==> config.mk <==
export PLATFORM = sky130hd
export DESIGN_NAME = divq_unit
export DESIGN_NICKNAME = d
export VERILOG_FILES = /design/src/rtl/divq_pkg.sv /design/src/rtl/divq_ctrl.sv /design/src/rtl/divq_datapath.sv /design/src/rtl/divq_unit.sv
export SDC_FILE = /design/constraint.sdc
export NUM_CORES = 1
export LEC_CHECK = 0
export ABC_AREA = 1
export BUFFER_PORTS_ARGS = -buffer_cell sky130_fd_sc_hd__buf_2
export CORE_ASPECT_RATIO = 0.7
export CORE_UTILIZATION = 59
export DETAILED_ROUTE_END_ITERATION = 12
export HOLD_SLACK_MARGIN = 0.08
export PLACE_DENSITY = 0.81
export SKIP_CTS_REPAIR_TIMING = 1
export SLEW_MARGIN = 25
export SYNTH_ARGS = -nofsm -noshare
export SYNTH_HDL_FRONTEND = slang
export SYNTH_SLANG_ARGS = --single-unit
export TNS_END_PERCENT = 100
==> constraint.sdc <==
create_clock -name clk -period 2.8 [get_ports clk]
set_clock_uncertainty 0.2 [all_clocks]
set_input_delay 0.14 -clock clk [delete_from_list [all_inputs] [get_ports clk]]
set_output_delay 0.14 -clock clk [all_outputs]
set_load 0.005 [all_outputs]
==> src/rtl/divq_pkg.sv <==
package divq_pkg;
    parameter int DQ_W = 16;

    typedef enum logic [1:0] {
        ST_IDLE = 2'd0,
        ST_RUN  = 2'd1,
        ST_DONE = 2'd2
    } dq_state_t;
endpackage

==> src/rtl/divq_ctrl.sv <==
module divq_ctrl
    import divq_pkg::*;
#(
    parameter int W = DQ_W
) (
    input  logic clk,
    input  logic rst_n,
    input  logic start,
    input  logic special,
    output logic load,
    output logic step,
    output logic fin_fast,
    output logic fin_slow,
    output logic busy,
    output logic done
);
    localparam int CW = $clog2(W);
    localparam logic [CW-1:0] LAST = CW'(W - 1);

    dq_state_t state, state_nxt;
    logic [CW-1:0] cnt;

    always_ff @(posedge clk or negedge rst_n) begin
        if (!rst_n) begin
            state <= ST_IDLE;
            cnt   <= '0;
        end else begin
            state <= state_nxt;
            if (load)
                cnt <= '0;
            else if (step)
                cnt <= cnt + 1'b1;
        end
    end

    always_comb begin
        state_nxt = state;
        unique case (state)
            ST_IDLE: if (start) state_nxt = special ? ST_DONE : ST_RUN;
            ST_RUN:  if (cnt == LAST) state_nxt = ST_DONE;
            ST_DONE: state_nxt = ST_IDLE;
            default: state_nxt = ST_IDLE;
        endcase
    end

    always_comb begin
        load     = (state == ST_IDLE) && start;
        fin_fast = load && special;
        step     = (state == ST_RUN);
        fin_slow = step && (cnt == LAST);
        busy     = (state != ST_IDLE);
        done     = (state == ST_DONE);
    end

    AST_DONE_SINGLE: assert property (@(posedge clk) disable iff (!rst_n)
        done |=> !done);
    AST_BUSY_ENDS_AFTER_DONE: assert property (@(posedge clk) disable iff (!rst_n)
        $fell(busy) |-> $past(done));
    AST_FAST_PATH: assert property (@(posedge clk) disable iff (!rst_n)
        fin_fast |=> done);
endmodule

==> src/rtl/divq_datapath.sv <==
module divq_datapath
    import divq_pkg::*;
#(
    parameter int W = DQ_W
) (
    input  logic         clk,
    input  logic         rst_n,
    input  logic         load,
    input  logic         step,
    input  logic         busy,
    input  logic         start,
    input  logic         frac_mode,
    input  logic [W-1:0] num_in,
    input  logic [W-1:0] den_in,
    output logic         special,
    output logic [W-1:0] q_next,
    output logic [W-1:0] r_next,
    output logic [W-1:0] den_q
);
    logic [W:0]   r_reg;
    logic [W-1:0] q_reg;
    logic [W:0]   shifted;
    logic [W+1:0] diff;
    logic         neg;

    assign special = (den_in == '0) || (frac_mode && (num_in >= den_in));

    always_comb begin
        shifted = {r_reg[W-1:0], q_reg[W-1]};
        diff    = {1'b0, shifted} - {2'b00, den_q};
        neg     = diff[W+1];
        q_next  = {q_reg[W-2:0], ~neg};
        r_next  = neg ? shifted[W-1:0] : diff[W-1:0];
    end

    always_ff @(posedge clk or negedge rst_n) begin
        if (!rst_n) begin
            r_reg <= '0;
            q_reg <= '0;
            den_q <= '0;
        end else if (load) begin
            den_q <= den_in;
            if (frac_mode) begin
                r_reg <= {1'b0, num_in};
                q_reg <= '0;
            end else begin
                r_reg <= '0;
                q_reg <= num_in;
            end
        end else if (step) begin
            r_reg <= neg ? shifted : diff[W:0];
            q_reg <= q_next;
        end
    end

    AST_DIVISOR_HELD: assert property (@(posedge clk) disable iff (!rst_n)
        busy && start |=> $stable(den_q));
    AST_PARTIAL_BELOW_DIVISOR: assert property (@(posedge clk) disable iff (!rst_n)
        step |-> r_reg < {1'b0, den_q});
endmodule

==> src/rtl/divq_unit.sv <==
module divq_unit
    import divq_pkg::*;
(
    input  logic        clk,
    input  logic        rst_n,
    input  logic        start,
    input  logic        frac_mode,
    input  logic [15:0] dividend,
    input  logic [15:0] divisor,
    output logic        busy,
    output logic        done,
    output logic [15:0] quotient,
    output logic [15:0] remainder,
    output logic        flag_zero,
    output logic        flag_ovf,
    output logic        flag_carry
);
    localparam int W = DQ_W;

    logic         load, step, fin_fast, fin_slow, special;
    logic [W-1:0] q_next, r_next, den_q;

    divq_ctrl #(.W(W)) u_ctrl (
        .clk(clk), .rst_n(rst_n), .start(start), .special(special),
        .load(load), .step(step), .fin_fast(fin_fast), .fin_slow(fin_slow),
        .busy(busy), .done(done)
    );

    divq_datapath #(.W(W)) u_dp (
        .clk(clk), .rst_n(rst_n), .load(load), .step(step), .busy(busy),
        .start(start), .frac_mode(frac_mode), .num_in(dividend),
        .den_in(divisor), .special(special), .q_next(q_next),
        .r_next(r_next), .den_q(den_q)
    );

    always_ff @(posedge clk or negedge rst_n) begin
        if (!rst_n) begin
            quotient   <= '0;
            remainder  <= '0;
            flag_zero  <= 1'b0;
            flag_ovf   <= 1'b0;
            flag_carry <= 1'b0;
        end else if (fin_fast) begin
            quotient   <= '1;
            remainder  <= dividend;
            flag_zero  <= 1'b0;
            flag_carry <= (divisor == '0);
            flag_ovf   <= (divisor != '0);
        end else if (fin_slow) begin
            quotient   <= q_next;
            remainder  <= r_next;
            flag_zero  <= (q_next == '0);
            flag_carry <= 1'b0;
            flag_ovf   <= 1'b0;
        end
    end

    AST_ZERO_FLAG: assert property (@(posedge clk) disable iff (!rst_n)
        done |-> flag_zero == (quotient == '0));
    AST_DIV_ZERO: assert property (@(posedge clk) disable iff (!rst_n)
        done && flag_carry |-> quotient == '1 && !flag_ovf);
    AST_NO_OVERFLOW: assert property (@(posedge clk) disable iff (!rst_n)
        done && flag_ovf |-> quotient == '1 && !flag_carry);
    AST_REM_RANGE: assert property (@(posedge clk) disable iff (!rst_n)
        done && !flag_ovf && !flag_carry |-> remainder < den_q);
    AST_RESULT_HOLD: assert property (@(posedge clk) disable iff (!rst_n)
        !done && !$past(fin_fast) |=> $stable(quotient) || done);
endmodule

==> impl_metrics.toml <==
[synth]
avgSynthCellArea_um2 = 7.515
seq_area_frac_synth_pct = 38.24
synth-seq-cells = 89
synth_warnings = 0
ys_types = 40
syn_nets = 845
netlist_instances = 775
netlist_area_um2 = 5824

[routing]
ant_nets = 0
vias_per_cell = 5.728
avgRoutedWirePerCell_um = 16.76
drtPass1Iterations = 5
drt-total-wl_mm = 16.86
drc = 0
via_count = 5762
drt_iter0_drc = 521

[sta]
min_period_ns = 2.816
slew_headroom_pct = 48.04
setup_viol = 1
drv_slew = 0
finalCritPeriodShare_pct = 100.6
tightest_slew_ns = 0.7722
hold_viol_final = 0
fin_ws_ns = -0.01601
holdWs_ns = 0.2178
fmax_mhz = 355.1

[grt]
grt_pass1_wl_mm = 26.45
grt_pass1_vias = 5270
overflow = 0
antenna_found_initial = 0
grt_usage_pct = 33.29
grt_max_degree = 56

[setup_path]
cp_slowest_cell = "nor4_1"
crit_arrival_ns = 2.89
cp_slowest_stage_delay_ns = 0.67
crit_buf_inv = 2
crit_type = "primary input to flop"
crit_fanout = 18
endpoint_kind = "flop"
path_delay_family = "simple AND/OR/NAND/NOR gates"
reg2reg_depth = 12
startpoint = "divisor[13]"
crit_chain = "dlygate4sd3_1, buf_2, nor4_1, nand4_1, nand2_1, nand3_1, nand3_1"
critical_path_required_ns = 2.87
reg2reg_from = "u_dp.r_reg[4]"
rrSetupSlack_ns = 0.24
cp_common_cell = "nand3_1"
worst_setup_path_start_kind = "primary input"
timing.rr.end = "u_dp.r_reg[1]"

[place]
place.gp.congestion = 0.9168
placedCellCount = 954
port_buffers = 72
hpwl_mm = 12.17
dp_slack_ns = 0.2930

[clocking]
cts_root_buf = "clkbuf_16"
clk_pin_slew_worst_paths_ns = 0.07
clk_latency_ns = 0.34
h-tree-depth = 3
cts_made_buffers = 9
clock-sinks = 89
cts.path.max_buffers = 2
cts_tree = "done"

[die]
initial_core_util_pct = 62.46
ioPinCount = 73
fp.dieArea_um2 = 10280
die_w_um = 120.8
die_y_um = 85.13
num_rows = 29
fp.coreArea_um2 = 9325

[pwr]
total_power_uw = 8591
max-vdd-ir-drop_mv = 0.6363
power_density_nw_per_um2 = 1243
p_leak_uw = 0.003818

[finish]
diodes = 0
drive_gt1_share_pct = 15.99
nNetsFinal = 947
fin_cells = 1006
final_cell_mix = "184 x nand2_1, 135 x inv_1, 105 x nand3_1, 89 x dfrtp_1, 71 x buf_2"
area_growth_pct = 18.67
final_common_cell = "nand2_1"

[run_status]
status = "finished with violations"
violations = "negative setup slack"

[hold_path]
hold_class = "primary input to async pin"

[run]
cap_violations = 0
[how the worst max path moves through the flow]
stage / to / slack [ns] / cells after the start
CTS: u_dp.r_reg[1] / 0.28 / 12
floorplan: u_dp.r_reg[6] / 0.80 / 14
global placement: remainder[11] / 0.37 / 10
finish: remainder[14] / -0.02 / 7
detailed placement: u_dp.r_reg[4] / 0.29 / 12
global route: remainder[11] / -0.03 / 14
[area by class of cell]
| type | count | area [µm²] |
|---|---|---|
| clock buffer | 11 | 252.7 |
| clock inverter | 5 | 37.54 |
| fill | 754 | 2414 |
| inverter | 146 | 550.5 |
| multi-input combinational | 516 | 2900 |
| sequential | 89 | 2227 |
| tap | 124 | 155.1 |
| timing repair buffer | 115 | 788.3 |
[metrics by stage]
step | TNS, ns | instance area, µm² | util, %
after floorplan | 0 | 5824 | -
after global placement | 0 | 6261 | 67.14
after detailed placement | 0 | 6261 | 67.14
after CTS | 0 | 6551 | 70.25
after global routing | -0.06066 | 6912 | 74.12
final | -0.01601 | 6912 | 74.12
[synthesized netlist by cell type (all sizes together)]
| cell type | instances | area share [%] |
|---|---|---|
| o221ai | 1 | 0.15 |
| nand4 | 9 | 0.97 |
| xnor2 | 5 | 0.75 |
| a21o | 1 | 0.13 |
| nor4 | 6 | 0.64 |
| dfrtp | 89 | 38 |
| ha | 33 | 7.1 |
| xor2 | 2 | 0.30 |
| and2 | 1 | 0.11 |
| a21oi | 30 | 2.6 |
| a22oi | 19 | 2.8 |
| clkbuf | 5 | 0.32 |
| nand2 | 198 | 14 |
| fa | 1 | 0.34 |
| buf | 19 | 2.2 |
| nor2 | 38 | 3.6 |
| a32o | 1 | 0.17 |
| nand3 | 113 | 11 |
| a31oi | 1 | 0.11 |
| o21ai | 43 | 3.7 |
| a21boi | 6 | 0.77 |
| inv | 146 | 9.5 |
| nand3b | 6 | 0.84 |
| nor3 | 2 | 0.17 |
[power by group]
group | total (µW) | leakage, µW | internal (µW) | switching [µW]
combinational | 5210 | 0.00262 | 1880 | 3330
clock | 1180 | 0.000139 | 655 | 525
sequential | 2200 | 0.00106 | 1820 | 382
total | 8590 | 0.00382 | 4350 | 4240
[cell families after synthesis]
| kind of cell | after synthesis | share of synthesized area, % |
|---|---|---|
| and+or+nand+nor | 373 | 30.85 |
| DFF | 89 | 38.24 |
| AOI/OAI and AO/OA | 102 | 10.46 |
| adders and majority gates | 34 | 7.433 |
| xor gates and xnor gates | 7 | 1.053 |
| buffers and inverters | 170 | 11.97 |
[layer usage]
layer / vias to the layer above / wire length, µm / track usage (%)
met2: 288 / 7760 / 51.25
met5: - / 0 / 0
met4: 0 / 396 / 9.764
met1: 2718 / 7364 / 48.08
met3: 51 / 1341 / 6.116
li1: 2705 / - / -
Note: power is estimated with default switching activity, not from simulation.
